[src/rtl/rhs_pkg.sv]
package rhs_pkg;
  typedef enum logic {DIR_RD = 1'b0, DIR_WR = 1'b1} dir_e;
endpackage

[src/rtl/rhs_bank_queue.sv]
module rhs_bank_queue #(
  parameter int DEPTH = 4,
  parameter int TAG_W = 4,
  parameter int ROW_W = 8,
  parameter int COL_W = 6,
  localparam int CNT_W = $clog2(DEPTH + 1)
) (
  input  logic             clk,
  input  logic             rst_n,
  input  logic             st_en,
  input  logic [TAG_W-1:0] st_tag,
  input  logic [ROW_W-1:0] st_row,
  input  logic [COL_W-1:0] st_col,
  input  logic             st_wr,
  input  logic             rm_en,
  input  logic [TAG_W-1:0] rm_tag,
  output logic [TAG_W-1:0] tag_o [DEPTH],
  output logic [ROW_W-1:0] row_o [DEPTH],
  output logic [COL_W-1:0] col_o [DEPTH],
  output logic             wr_o  [DEPTH],
  output logic [CNT_W-1:0] cnt_o,
  output logic             rm_hit_o,
  output logic             rm_wr_o,
  output logic             st_drop_o
);
  logic [TAG_W-1:0] tag_q [DEPTH], tag_n [DEPTH];
  logic [ROW_W-1:0] row_q [DEPTH], row_n [DEPTH];
  logic [COL_W-1:0] col_q [DEPTH], col_n [DEPTH];
  logic             wr_q  [DEPTH], wr_n  [DEPTH];
  logic [CNT_W-1:0] cnt_q, cnt_n, cut_idx;

  // locate the first entry carrying the removal tag
  always_comb begin
    rm_hit_o = 1'b0;
    rm_wr_o  = 1'b0;
    cut_idx  = '0;
    for (int i = 0; i < DEPTH; i++) begin
      if (!rm_hit_o && (CNT_W'(i) < cnt_q) && (tag_q[i] == rm_tag)) begin
        rm_hit_o = 1'b1;
        rm_wr_o  = wr_q[i];
        cut_idx  = CNT_W'(i);
      end
    end
  end

  assign st_drop_o = st_en && (cnt_q == CNT_W'(DEPTH));

  // removal compacts first, the store then appends behind the survivors
  always_comb begin
    tag_n = tag_q;
    row_n = row_q;
    col_n = col_q;
    wr_n  = wr_q;
    cnt_n = cnt_q;
    if (rm_en && rm_hit_o) begin
      for (int i = 0; i < DEPTH - 1; i++) begin
        if (CNT_W'(i) >= cut_idx) begin
          tag_n[i] = tag_q[i+1];
          row_n[i] = row_q[i+1];
          col_n[i] = col_q[i+1];
          wr_n[i]  = wr_q[i+1];
        end
      end
      cnt_n = cnt_q - 1'b1;
    end
    if (st_en && !st_drop_o) begin
      for (int i = 0; i < DEPTH; i++) begin
        if (CNT_W'(i) == cnt_n) begin
          tag_n[i] = st_tag;
          row_n[i] = st_row;
          col_n[i] = st_col;
          wr_n[i]  = st_wr;
        end
      end
      cnt_n = cnt_n + 1'b1;
    end
  end

  always_ff @(posedge clk) begin
    if (!rst_n) begin
      cnt_q <= '0;
      for (int i = 0; i < DEPTH; i++) begin
        tag_q[i] <= '0;
        row_q[i] <= '0;
        col_q[i] <= '0;
        wr_q[i]  <= 1'b0;
      end
    end else begin
      cnt_q <= cnt_n;
      tag_q <= tag_n;
      row_q <= row_n;
      col_q <= col_n;
      wr_q  <= wr_n;
    end
  end

  assign tag_o = tag_q;
  assign row_o = row_q;
  assign col_o = col_q;
  assign wr_o  = wr_q;
  assign cnt_o = cnt_q;

  p_cnt_bound_r9: assert property (@(posedge clk) disable iff (!rst_n)
    cnt_q <= CNT_W'(DEPTH));
  p_full_drop_r9: assert property (@(posedge clk) disable iff (!rst_n)
    (st_en && cnt_q == CNT_W'(DEPTH)) |=> (cnt_q == CNT_W'(DEPTH) - CNT_W'($past(rm_en && rm_hit_o))));
  p_store_grow_r1: assert property (@(posedge clk) disable iff (!rst_n)
    (st_en && cnt_q < CNT_W'(DEPTH) && !(rm_en && rm_hit_o)) |=> (cnt_q == $past(cnt_q) + 1'b1));
  p_remove_shrink_r1: assert property (@(posedge clk) disable iff (!rst_n)
    (rm_en && rm_hit_o && !st_en) |=> (cnt_q == $past(cnt_q) - 1'b1));
  p_miss_keep_r1: assert property (@(posedge clk) disable iff (!rst_n)
    (!st_en && !(rm_en && rm_hit_o)) |=> $stable(cnt_q));
endmodule

[src/rtl/rhs_pick.sv]
module rhs_pick #(
  parameter int DEPTH = 4,
  parameter int TAG_W = 4,
  parameter int ROW_W = 8,
  parameter int COL_W = 6,
  localparam int CNT_W = $clog2(DEPTH + 1)
) (
  input  logic [TAG_W-1:0] tag_i [DEPTH],
  input  logic [ROW_W-1:0] row_i [DEPTH],
  input  logic [COL_W-1:0] col_i [DEPTH],
  input  logic             wr_i  [DEPTH],
  input  logic [CNT_W-1:0] cnt_i,
  input  logic             active_i,
  input  logic [ROW_W-1:0] open_row_i,
  input  logic             last_wr_i,
  output logic             found_o,
  output logic [TAG_W-1:0] tag_o
);
  logic [DEPTH-1:0] hit, pass;
  logic             haz, got_pass, got_hit;

  always_comb begin
    for (int i = 0; i < DEPTH; i++) begin
      hit[i] = (CNT_W'(i) < cnt_i) && active_i && (row_i[i] == open_row_i);
    end
    for (int i = 0; i < DEPTH; i++) begin
      haz = 1'b0;
      for (int j = 0; j < DEPTH; j++) begin
        if (j < i && hit[j] && col_i[j] == col_i[i]) haz = 1'b1;
      end
      pass[i] = hit[i] && (wr_i[i] == last_wr_i) && !haz;
    end
  end

  // tiered choice: grouped hit, then oldest hit, then oldest entry
  always_comb begin
    got_pass = 1'b0;
    got_hit  = 1'b0;
    found_o  = (cnt_i != '0);
    tag_o    = (cnt_i != '0) ? tag_i[0] : '0;
    for (int i = 0; i < DEPTH; i++) begin
      if (!got_hit && hit[i]) begin
        got_hit = 1'b1;
        tag_o   = tag_i[i];
      end
    end
    for (int i = 0; i < DEPTH; i++) begin
      if (!got_pass && pass[i]) begin
        got_pass = 1'b1;
        tag_o    = tag_i[i];
      end
    end
  end
endmodule

[src/rtl/rhs_sched.sv]
module rhs_sched #(
  parameter int NUM_BANKS = 4,
  parameter int DEPTH     = 4,
  parameter int TAG_W     = 4,
  parameter int ROW_W     = 8,
  parameter int COL_W     = 6,
  localparam int BANK_W   = (NUM_BANKS > 1) ? $clog2(NUM_BANKS) : 1,
  localparam int CNT_W    = $clog2(DEPTH + 1)
) (
  input  logic              clk,
  input  logic              rst_n,
  input  logic              st_valid,
  input  logic [BANK_W-1:0] st_bank,
  input  logic [TAG_W-1:0]  st_tag,
  input  logic [ROW_W-1:0]  st_row,
  input  logic [COL_W-1:0]  st_col,
  input  logic              st_wr,
  output logic              st_drop,
  input  logic              rm_valid,
  input  logic [BANK_W-1:0] rm_bank,
  input  logic [TAG_W-1:0]  rm_tag,
  input  logic              q_valid,
  input  logic [BANK_W-1:0] q_bank,
  input  logic              q_active,
  input  logic [ROW_W-1:0]  q_open_row,
  output logic              cand_valid,
  output logic [TAG_W-1:0]  cand_tag,
  input  logic [BANK_W-1:0] la_bank,
  input  logic [ROW_W-1:0]  la_row,
  output logic              la_more_hits,
  output logic              la_more_reqs
);
  import rhs_pkg::*;

  logic [TAG_W-1:0] b_tag [NUM_BANKS][DEPTH];
  logic [ROW_W-1:0] b_row [NUM_BANKS][DEPTH];
  logic [COL_W-1:0] b_col [NUM_BANKS][DEPTH];
  logic             b_wr  [NUM_BANKS][DEPTH];
  logic [CNT_W-1:0] b_cnt [NUM_BANKS];
  logic [NUM_BANKS-1:0] b_rm_hit, b_rm_wr, b_drop;

  dir_e last_dir;

  for (genvar b = 0; b < NUM_BANKS; b++) begin : g_bank
    rhs_bank_queue #(
      .DEPTH(DEPTH), .TAG_W(TAG_W), .ROW_W(ROW_W), .COL_W(COL_W)
    ) u_q (
      .clk      (clk),
      .rst_n    (rst_n),
      .st_en    (st_valid && st_bank == BANK_W'(b)),
      .st_tag   (st_tag),
      .st_row   (st_row),
      .st_col   (st_col),
      .st_wr    (st_wr),
      .rm_en    (rm_valid && rm_bank == BANK_W'(b)),
      .rm_tag   (rm_tag),
      .tag_o    (b_tag[b]),
      .row_o    (b_row[b]),
      .col_o    (b_col[b]),
      .wr_o     (b_wr[b]),
      .cnt_o    (b_cnt[b]),
      .rm_hit_o (b_rm_hit[b]),
      .rm_wr_o  (b_rm_wr[b]),
      .st_drop_o(b_drop[b])
    );
  end

  // bring the queried bank's queue to the picker
  logic [TAG_W-1:0] s_tag [DEPTH];
  logic [ROW_W-1:0] s_row [DEPTH];
  logic [COL_W-1:0] s_col [DEPTH];
  logic             s_wr  [DEPTH];
  logic             pick_found;
  logic [TAG_W-1:0] pick_tag;

  always_comb begin
    for (int i = 0; i < DEPTH; i++) begin
      s_tag[i] = b_tag[q_bank][i];
      s_row[i] = b_row[q_bank][i];
      s_col[i] = b_col[q_bank][i];
      s_wr[i]  = b_wr[q_bank][i];
    end
  end

  rhs_pick #(
    .DEPTH(DEPTH), .TAG_W(TAG_W), .ROW_W(ROW_W), .COL_W(COL_W)
  ) u_pick (
    .tag_i     (s_tag),
    .row_i     (s_row),
    .col_i     (s_col),
    .wr_i      (s_wr),
    .cnt_i     (b_cnt[q_bank]),
    .active_i  (q_active),
    .open_row_i(q_open_row),
    .last_wr_i (last_dir == DIR_WR),
    .found_o   (pick_found),
    .tag_o     (pick_tag)
  );

  logic rm_taken;
  assign rm_taken = rm_valid && b_rm_hit[rm_bank];

  always_ff @(posedge clk) begin
    if (!rst_n) begin
      last_dir   <= DIR_RD;
      cand_valid <= 1'b0;
      cand_tag   <= '0;
      st_drop    <= 1'b0;
    end else begin
      if (rm_taken) last_dir <= b_rm_wr[rm_bank] ? DIR_WR : DIR_RD;
      cand_valid <= q_valid && pick_found;
      cand_tag   <= (q_valid && pick_found) ? pick_tag : '0;
      st_drop    <= st_valid && b_drop[st_bank];
    end
  end

  // look-ahead answers for the auto-precharge decision
  logic [CNT_W-1:0] la_hits;
  always_comb begin
    la_hits = '0;
    for (int i = 0; i < DEPTH; i++) begin
      if (CNT_W'(i) < b_cnt[la_bank] && b_row[la_bank][i] == la_row) la_hits = la_hits + 1'b1;
    end
  end
  assign la_more_hits = (la_hits >= CNT_W'(2));
  assign la_more_reqs = (b_cnt[la_bank] >= CNT_W'(2));

  p_cand_idle_r8: assert property (@(posedge clk) disable iff (!rst_n)
    !q_valid |=> !cand_valid);
  p_empty_none_r2: assert property (@(posedge clk) disable iff (!rst_n)
    (q_valid && b_cnt[q_bank] == '0) |=> !cand_valid);
  p_dir_hold_r5: assert property (@(posedge clk) disable iff (!rst_n)
    !rm_taken |=> $stable(last_dir));
  p_drop_cause_r9: assert property (@(posedge clk) disable iff (!rst_n)
    $rose(st_drop) |-> $past(st_valid));
  p_hits_need_reqs_r6: assert property (@(posedge clk) disable iff (!rst_n)
    la_more_hits |-> la_more_reqs);
endmodule

[config.mk]
export PLATFORM = sky130hd
export DESIGN_NAME = rhs_sched
export DESIGN_NICKNAME = d
export VERILOG_FILES = /design/src/rtl/rhs_pkg.sv /design/src/rtl/rhs_bank_queue.sv /design/src/rtl/rhs_pick.sv /design/src/rtl/rhs_sched.sv
export SDC_FILE = /design/constraint.sdc
export NUM_CORES = 1
export LEC_CHECK = 0
export BUFFER_PORTS_ARGS = -buffer_cell sky130_fd_sc_hd__buf_4
export CAP_MARGIN = 10
export CORE_MARGIN = 3
export CORE_UTILIZATION = 24
export CTS_CLUSTER_DIAMETER = 40
export DETAILED_ROUTE_END_ITERATION = 10
export GPL_ROUTABILITY_DRIVEN = 0
export PLACE_DENSITY = 0.46
export SLEW_MARGIN = 5
export SYNTH_ARGS = -nofsm -noshare
export SYNTH_HDL_FRONTEND = slang
export SYNTH_SLANG_ARGS = --single-unit
[constraint.sdc]
create_clock -name clk -period 5.65 [get_ports clk]
set_input_delay 0.8475 -clock clk [delete_from_list [all_inputs] [get_ports clk]]
set_output_delay 0.8475 -clock clk [all_outputs]
set_load 0.05 [all_outputs]
=== Word-level counts from Yosys, hierarchy flattened ===
Cells that the tools add are included.
W data, S select, Z words.

* Input bits: 53
* Memories: 0
* Register bits: 323
* Bits in latches: 0
* Memory bits (read-only): 0
* RAM bits: 0

* Reductions and logical operators: 119
* Divide/modulo/power cells: 0
* Bitwise logic cells: 2
* $mul: 0
* Shifts and indexed selects: 0
* Eq/ne operators: 56
* $lt $le $gt $ge: 42
* Muxes and demuxes: 249
* $add $sub $neg: 11

{| class="wikitable"
|+ Operator list
! kind !! count
|-
| $mux W32 || 8
|-
| $mux W24 || 10
|-
| $mux W8 || 28
|-
| $mux W4 || 43
|-
| $mux W6 || 28
|-
| $bmux W32 S2 || 2
|-
| $mux W16 || 6
|-
| $logic_and A1 B1 Y1 || 82
|-
| $mux W1 || 81
|-
| $mux W18 || 4
|-
| $eq A4 B4 Y1 || 16
|-
| $eq A8 B8 Y1 || 8
|-
| $mux W3 || 18
|-
| $bmux W24 S2 || 1
|-
| $mux W12 || 4
|-
| $eq A6 B6 Y1 || 6
|-
| $lt A1 B3 Y1 const A || 12
|-
| $lt A2 B3 Y1 const A || 12
|-
| $bmux W16 S2 || 1
|-
| $logic_not A1 Y1 || 25
|-
| $eq A2 B3 Y1 const A || 8
|-
| $add A3 B1 Y3 const B || 6
|-
| $mux W2 || 9
|-
| $ge A1 B2 Y1 const A || 8
|-
| other kinds (19) || 53
|}

=== Logic depth before layout (Yosys ltp) ===
Gate-level depths: netlist of run 1.

* Depth in word-level cells: 21
* Mapped depth: 16
* Depth with buffers taken out: 13

=== Cells and area by module ===
A second synthesis of run 1 with hierarchy kept.

* Cells, all modules: 2106
* Area, all modules: 20927.6 µm²

{| class="wikitable"
|+ By module, submodules not included
! module !! instances !! area an instance (µm²) !! sequential area each (µm²) !! cells an instance
|-
| rhs_bank_queue (g_bank[0].u_q ...) || 3 || 3995.1 || 1581.5 || 418
|-
| rhs_bank_queue (g_bank[3].u_q) || 1 || 3908.7 || 1581.5 || 420
|-
| rhs_sched || 1 || 3575.9 || 140.1 || 242
|-
| rhs_pick || 1 || 1457.6 || 0.0 || 190
|}

=== Least setup slack after synthesis of run 1 ===
OpenSTA, ideal clock, no wires.

* Path type: input -> output
* From: in la_bank[0]
* To: out la_more_hits
* Slack: -0.292 ns
* Arrival time: 5.094 ns
* Stages: 13
* Path buffers: 3
* Required time: 4.803 ns
* Path through: clkbuf_1 > clkbuf_1 > buf_1 > mux4_2 > xnor2_1 > o21ai_0 > nor4_1 > ha_1 > xor2_1 > ha_1 > xor2_1 > nor3_1 > a21oi_1

* Longest elaborated chain between the ends: 14

{| class="wikitable"
|+ Ends and longest elaborated chain
! element !! line !! source
|-
| start, declared || rhs_sched.sv:28 || <nowiki>input logic [BANK_W-1:0] la_bank,</nowiki>
|-
| $not A2 Y3 (implied by the code) (*) || rhs_sched.sv:122 || <nowiki>if (CNT_W'(i) < b_cnt[la_bank] && b_row[la_bank][i] == la_row) la_hits = la_hits + 1'b1;</nowiki>
|-
| $bmux W3 S2 or $bmux W32 S2 (tied branches) || rhs_sched.sv:122 ||
|-
| $mux W3 (implied by the code) or $mux W32 (tied branches) (2 in series) || rhs_sched.sv:122 ||
|-
| $lt A1 B3 Y1 or $eq A8 B8 Y1 (tied branches) || rhs_sched.sv:122 ||
|-
| $logic_and A1 B1 Y1 || rhs_sched.sv:122 ||
|-
| $mux W1 || rhs_sched.sv:122 ||
|-
| $add A1 B1 Y2 || rhs_sched.sv:122 ||
|-
| $mux W2 || rhs_sched.sv:122 ||
|-
| $add A3 B1 Y3 || rhs_sched.sv:122 ||
|-
| $mux W3 || rhs_sched.sv:122 ||
|-
| $add A3 B1 Y3 || rhs_sched.sv:122 ||
|-
| $mux W3 (*) || rhs_sched.sv:122 ||
|-
| $ge A3 B2 Y1 (*) || rhs_sched.sv:125 || <nowiki>assign la_more_hits = (la_hits >= CNT_W'(2));</nowiki>
|-
| end, declared || rhs_sched.sv:30 || <nowiki>output logic la_more_hits,</nowiki>
|}

Every way passes the cells marked *; elsewhere a longest branch is shown, timed or not. The select of a mux whose other input is x is not followed.

=== Worst setup path after layout of run 1 ===
Ends and elaborated chain as after synthesis.

==> impl_metrics.env, run 1 <==
export IMPL_crit_path_max_fanout=19
export IMPL_cp_cell_sequence="buf_4 -> buf_12 -> mux4_2 -> xor2_1 -> nor4_1 -> nand3_1 -> nor4_1 -> mux2i_1 -> ha_1 -> xor2_1 -> nor3_1 -> a21oi_2 -> buf_4"
export IMPL_switching_share_pct=26.3
export IMPL_layout_cells_non_filler=3202
export IMPL_yosysSeqAreaShare_pct=32.5
export IMPL_grt_pass1_wl_um=116000
export IMPL_grt_util_met1_pct=23.4
export IMPL_cts_tree="yes"
export IMPL_end_kind="output pin"
export IMPL_core_um2=81300
export IMPL_die_h_um=294
export IMPL_slew_headroom_pct=24.6
export IMPL_ir_drop_mv=0.277
export IMPL_power_density_nw_per_um2=290
export IMPL_critPathRequiredTime_ns=4.80
export IMPL_grt_util_met3_pct=2.65
export IMPL_p_leak_nw=7.99
export IMPL_pwr_share_comb_pct=8.9
export IMPL_clock_power_share_pct=56.1
export IMPL_die_area_um2=86400
export IMPL_drt_pass1_iter_count=5
export IMPL_clock_sinks=323
export IMPL_dp_cells=3094
export IMPL_postRouteAntennaNets=0
export IMPL_finalPower_mw=6.79
export IMPL_final_common_cell="dfxtp_1"
export IMPL_grt_ovfl_total=0
export IMPL_num_rows=104
export IMPL_grt_pass1_vias=16407
export IMPL_rsz0062_at_grt="no"
export IMPL_clockBufferDepth=3
export IMPL_grt_max_degree=150
export IMPL_drive_gt1_share_pct=17.0
export IMPL_port_buffers=60
export IMPL_final_core_util_pct=28.8
export IMPL_drtIter0Drc=1489
export IMPL_maxCapViolCount=0
export IMPL_finalHoldViolations=0
export IMPL_hpwl_um=52300
export IMPL_fin_crit_ns=4.96
export IMPL_syn_nets=2205
export IMPL_dpl_cell_area_um2=21300
export IMPL_initial_utilization_pct=24.5
export IMPL_tns_ns=0
export IMPL_async_flop_share_pct=0
export IMPL_arrival_ns=4.12
export IMPL_regToRegStartpoint="g_bank[2].u_q.cnt_o[2]"
export IMPL_cts_setup_buffers=0
export IMPL_hp_start="g_bank[2].u_q.col_o[2]"
export IMPL_switchingPower_mw=1.79
export IMPL_antenna_found_initial=2
export IMPL_top_usage_layer="met2"
export IMPL_path_class="in -> out"
export IMPL_final_cell_mix="dfxtp_1 (323), nor2_1 (278), mux2i_1 (264), a211oi_1 (230), nand2_1 (166)"
export IMPL_fin_skew_ns=0.0312
export IMPL_die_w_um=294
export IMPL_cts_root_buf="clkbuf_16"
export IMPL_startpoint="la_bank[0]"
export IMPL_yosysWarnings=0
export IMPL_tightest_slew_ns=1.13
export IMPL_synth_area_um2=19900
export IMPL_routed_wl_um=79900
export IMPL_startpoint_type="primary input"
export IMPL_cts_buffers=58
export IMPL_grtUsageTotal_pct=18.0
export IMPL_insertion_delay_ns=0.64
export IMPL_p_seq_share_pct=35.1
export IMPL_cts_max_level=2
export IMPL_grt_use_met2_pct=29.7
export IMPL_slew_violations=0
export IMPL_syn_avg_cell_area_um2=9.33
export IMPL_crit_family="simple AND/OR/NAND/NOR gates"
export IMPL_antenna_cells=0
export IMPL_slowest_delay_ns=0.52
export IMPL_status="completed"
export IMPL_slowest_stage="mux4_2"
export IMPL_routed_via_count=17017
export IMPL_holdCritPathClass="reg -> reg"
export IMPL_clk_pin_slew_worst_paths_ns=0.06
export IMPL_areaGrowthSynthToFinish_pct=17.7
export IMPL_path_buf_inv=3
export IMPL_setup_viol=0
export IMPL_cts_resized=0
export IMPL_drc_errors=0
export IMPL_max_freq_mhz=201
export IMPL_postCtsHoldBufs=0
export IMPL_synth_edff_count=0
export IMPL_synth_main_ff_cell="dfxtp_1"
export IMPL_wire_per_inst_um=25.0
export IMPL_final_area_um2=23400
export IMPL_synth_cell_type_count=73
export IMPL_intPower_mw=5.01
export IMPL_synth_seq_cells=323
export IMPL_syn_inst=2134
export IMPL_post_route_period_util_pct=87.8
export IMPL_layout_nets=2165
export IMPL_num_io_pins=61
export IMPL_via_per_inst=5.31
-- layout make-up --
class / instances / area (um^2)
fill: 8381 / 57900
multi-input combinational: 1578 / 12600
sequential: 323 / 6470
clock buffer: 67 / 1530
tap: 1060 / 1330
timing repair buffer: 104 / 843
clock inverter: 41 / 583
inverter: 29 / 116
-- registers in the layout, summed over array words and instances (netlist names) --
name / cells
st_drop: 1
g_bank.u_q.row_o: 128
cand_valid: 1
g_bank.u_q.cnt_o: 12
last_dir: 1
cand_tag: 4
g_bank.u_q.tag_o: 64
g_bank.u_q.col_o: 96
g_bank.u_q.wr_o: 16
-- per-layer routing --
| metal | vias up | share of wire [%] | wire, um |
|---|---|---|---|
| li1 | 7704 | - | - |
| met1 | 8446 | 42 | 33900 |
| met2 | 681 | 47 | 37400 |
| met3 | 184 | 6.3 | 5020 |
| met4 | 2 | 4.5 | 3600 |
| met5 | - | 0.0088 | 7 |
-- worst min-delay path: stages (launching register included) --
cell,delay (ns)
dfxtp_1,0.32
nand2_1,0.06
a21oi_1,0.05
-- kinds of logic after synthesis --
logic type,Yosys count,synth area share [%]
adder cells (fa/ha/maj),18,1.13
AO/OA/AOI/OAI,377,13.4
XOR/XNOR,182,8.25
multiplexers,379,25.9
buffers and inverters,233,5.03
flip-flops,323,32.5
AND/OR/NAND/NOR,622,13.8
-- power by group through the flow --
stage	Combinational, mW	Sequential [mW]	Clock (mW)
global placement	0.587	2.43	0
global route	0.643	2.39	3.94
detailed placement	0.595	2.43	0
CTS	0.599	2.38	3.87
floorplan	0.421	2.40	0
finish	0.601	2.38	3.81
-- per-stage QoR --
| step | hold slack, ns | worst slack [ns] |
|---|---|---|
| floorplan | 0.446 | 0.0136 |
| global placement | 0.458 | 0.606 |
| detailed placement | 0.469 | 0.657 |
| CTS | 0.477 | 0.665 |
| global route | 0.496 | 0.440 |
| finish | 0.473 | 0.687 |
-- worst paths after layout --
kind                                                end  slack (ns)  depth (start not counted)
worst max-delay path                       la_more_hits        0.69                         13
worst min-delay path             g_bank[2].u_q.col_o[2]        0.47                          2
worst max register to register  g_bank[2].u_q.row_o[14]        1.35                          9
worst min register to register   g_bank[2].u_q.col_o[2]        0.47                          2
-- synth_stat cells, drive strengths merged (22+ instances only) --
| cell | count | share of area [%] |
|---|---|---|
| nor3 | 34 | 0.85 |
| a21oi | 77 | 1.9 |
| clkbuf | 124 | 2.3 |
| o21ai | 22 | 0.55 |
| mux2i | 264 | 13 |
| inv | 29 | 0.55 |
| nor4 | 25 | 0.97 |
| buf | 80 | 2.1 |
| mux4 | 106 | 12 |
| dfxtp | 323 | 32 |
| xnor2 | 101 | 4.7 |
| nand2 | 173 | 3.3 |
| a211oi | 230 | 8.7 |
| nand3 | 37 | 0.96 |
| xor2 | 81 | 3.6 |
| nor2 | 285 | 5.4 |
Power figures use the tool's default switching activity.
==> run 2: changes to the inputs <==
- PLACE_DENSITY: 0.46 -> default
==> impl_metrics.env, run 2 (same netlist as run 1, synthesis figures left out) <==
export IMPL_status="completed"
export IMPL_cts_resized=0
export IMPL_layout_nets=2150
export IMPL_hp_start="g_bank[0].u_q.col_o[0]"
export IMPL_fin_crit_ns=4.90
export IMPL_cts_setup_buffers=0
export IMPL_tns_ns=0
export IMPL_die_h_um=294
export IMPL_crit_path_max_fanout=24
export IMPL_cts_root_buf="clkbuf_16"
export IMPL_slew_violations=0
export IMPL_clk_pin_slew_worst_paths_ns=0.05
export IMPL_cts_buffers=56
export IMPL_postCtsHoldBufs=0
export IMPL_num_rows=104
export IMPL_drive_gt1_share_pct=16.1
export IMPL_startpoint_type="primary input"
export IMPL_ir_drop_mv=0.217
export IMPL_largest_register_ffs=128
export IMPL_postRouteAntennaNets=0
export IMPL_insertion_delay_ns=0.63
export IMPL_grt_ovfl_total=0
export IMPL_areaGrowthSynthToFinish_pct=15.6
export IMPL_port_buffers=60
export IMPL_slowest_delay_ns=0.54
export IMPL_min_to="g_bank[0].u_q.col_o[0]"
export IMPL_drt_pass1_iter_count=8
export IMPL_crit_family="buffers and inverters"
export IMPL_final_cell_mix="dfxtp_1 (323), nor2_1 (278), mux2i_1 (264), a211oi_1 (230), nand2_1 (170)"
export IMPL_holdCritPathClass="reg -> reg"
export IMPL_drc_errors=0
export IMPL_fillers=8409
export IMPL_grtUsageTotal_pct=16.3
export IMPL_grt_max_degree=132
export IMPL_critPathRequiredTime_ns=4.80
export IMPL_core_um2=81300
export IMPL_via_per_inst=5.26
export IMPL_grt_util_met3_pct=2.79
export IMPL_path_class="in -> out"
export IMPL_clockBufferDepth=3
export IMPL_slew_headroom_pct=15.3
export IMPL_reg2reg_depth=8
export IMPL_rsz0062_at_grt="no"
export IMPL_drtIter0Drc=1715
export IMPL_r2r_slack_ns=1.31
export IMPL_wire_per_inst_um=22.6
export IMPL_cp_cell_sequence="buf_4 -> buf_4 -> mux4_2 -> or2_2 -> o21ai_0 -> nor4_1 -> ha_1 -> xor2_1 -> ha_1 -> xor2_1 -> nor3_1 -> a21oi_2 -> buf_4"
export IMPL_hold_slack_ns=0.469
export IMPL_p_leak_nw=7.79
export IMPL_antenna_found_initial=2
export IMPL_cts_tree="yes"
export IMPL_arrival_ns=4.05
export IMPL_end_kind="output pin"
export IMPL_final_core_util_pct=28.3
export IMPL_setup_viol=0
export IMPL_pre_cts_ws_ns=0.691
export IMPL_setup_slack_ns=0.752
export IMPL_crit_top_cell="buf_4"
export IMPL_grt_pass1_vias=16042
export IMPL_fin_skew_ns=0.0265
export IMPL_grt_util_met1_pct=21.5
export IMPL_die_area_um2=86400
export IMPL_regToRegStartpoint="g_bank[0].u_q.cnt_o[2]"
export IMPL_power_density_nw_per_um2=274
export IMPL_top_usage_layer="met2"
export IMPL_tightest_slew_ns=1.27
export IMPL_path_buf_inv=3
export IMPL_die_w_um=294
export IMPL_r2r_end="g_bank[0].u_q.row_o[13]"
export IMPL_slowest_stage="mux4_2"
export IMPL_hpwl_um=46200
export IMPL_routed_wl_um=71900
export IMPL_antenna_cells=0
export IMPL_initial_utilization_pct=24.5
export IMPL_num_io_pins=61
export IMPL_post_route_period_util_pct=86.7
export IMPL_finalHoldViolations=0
export IMPL_max_freq_mhz=204
export IMPL_grt_pass1_wl_um=107000
export IMPL_cts_max_level=2
export IMPL_whs_path_depth=2
export IMPL_clock_sinks=323
export IMPL_maxCapViolCount=0
export IMPL_final_common_cell="dfxtp_1"
export IMPL_grt_use_met2_pct=26.5
export IMPL_routed_via_count=16733
==> run 2: cell types whose count changed in the layout (fill, tap and decap cells not counted), moves of 3 or more <==
cell and change:
buf_4 -9, bufinv_16 -9, clkinvlp_4 -6, inv_8 +5, buf_12 -4, nand2_1 +4
nand2_2 -4, inv_6 +3
==> run 2: metal layers <==
metal	wire, um	vias to the layer above	share of wire (%)
met5	31	-	0.043
met4	2480	4	3.5
li1	-	7673	-
met1	30000	8122	42
met2	33700	787	47
met3	5660	147	7.9
==> run 2: tightest hold or removal path: stages (launching register included) <==
cell and delay, ns:
dfxtp_1 0.31, nand2_1 0.05, a21oi_1 0.05
==> run 2: worst max-delay path by stage <==
stage	slack (ns)	from	endpoint	cells after the start
2_1_floorplan	0.01	la_bank[0]	la_more_hits	13
3_3_place_gp	0.72	la_bank[0]	la_more_hits	13
3_5_place_dp	0.69	la_bank[0]	la_more_hits	13
4_1_cts	0.69	la_bank[0]	la_more_hits	13
5_1_grt	0.45	la_bank[0]	la_more_hits	13
6_report	0.75	la_bank[0]	la_more_hits	13
==> run 2: through the flow <==
stage,cell area (um^2),power (mW),std cells
after floorplan,19900,2.82,2134
after global placement,21200,3.00,3081
after detailed placement,21200,3.01,3081
after CTS,23000,6.33,3184
after global routing,23000,6.48,3184
final,23000,6.30,3184
==> run 2: report_power, final <==
group	total (mW)	internal [mW]	switching, mW
Combinational	0.587	0.221	0.367
Sequential	2.38	2.33	0.0529
Clock	3.33	2.00	1.33
Total	6.30	4.55	1.75
==> run 2: cell type report <==
type | count | area [um^2] | share of cell area, %
Clock buffer | 67 | 1480 | 6.44
Clock inverter | 36 | 353 | 1.53
Inverter | 29 | 116 | 0.506
Multi-Input combinational cell | 1578 | 12600 | 54.6
Sequential cell | 323 | 6470 | 28.1
Tap cell | 1060 | 1330 | 5.76
Timing Repair Buffer | 91 | 696 | 3.02
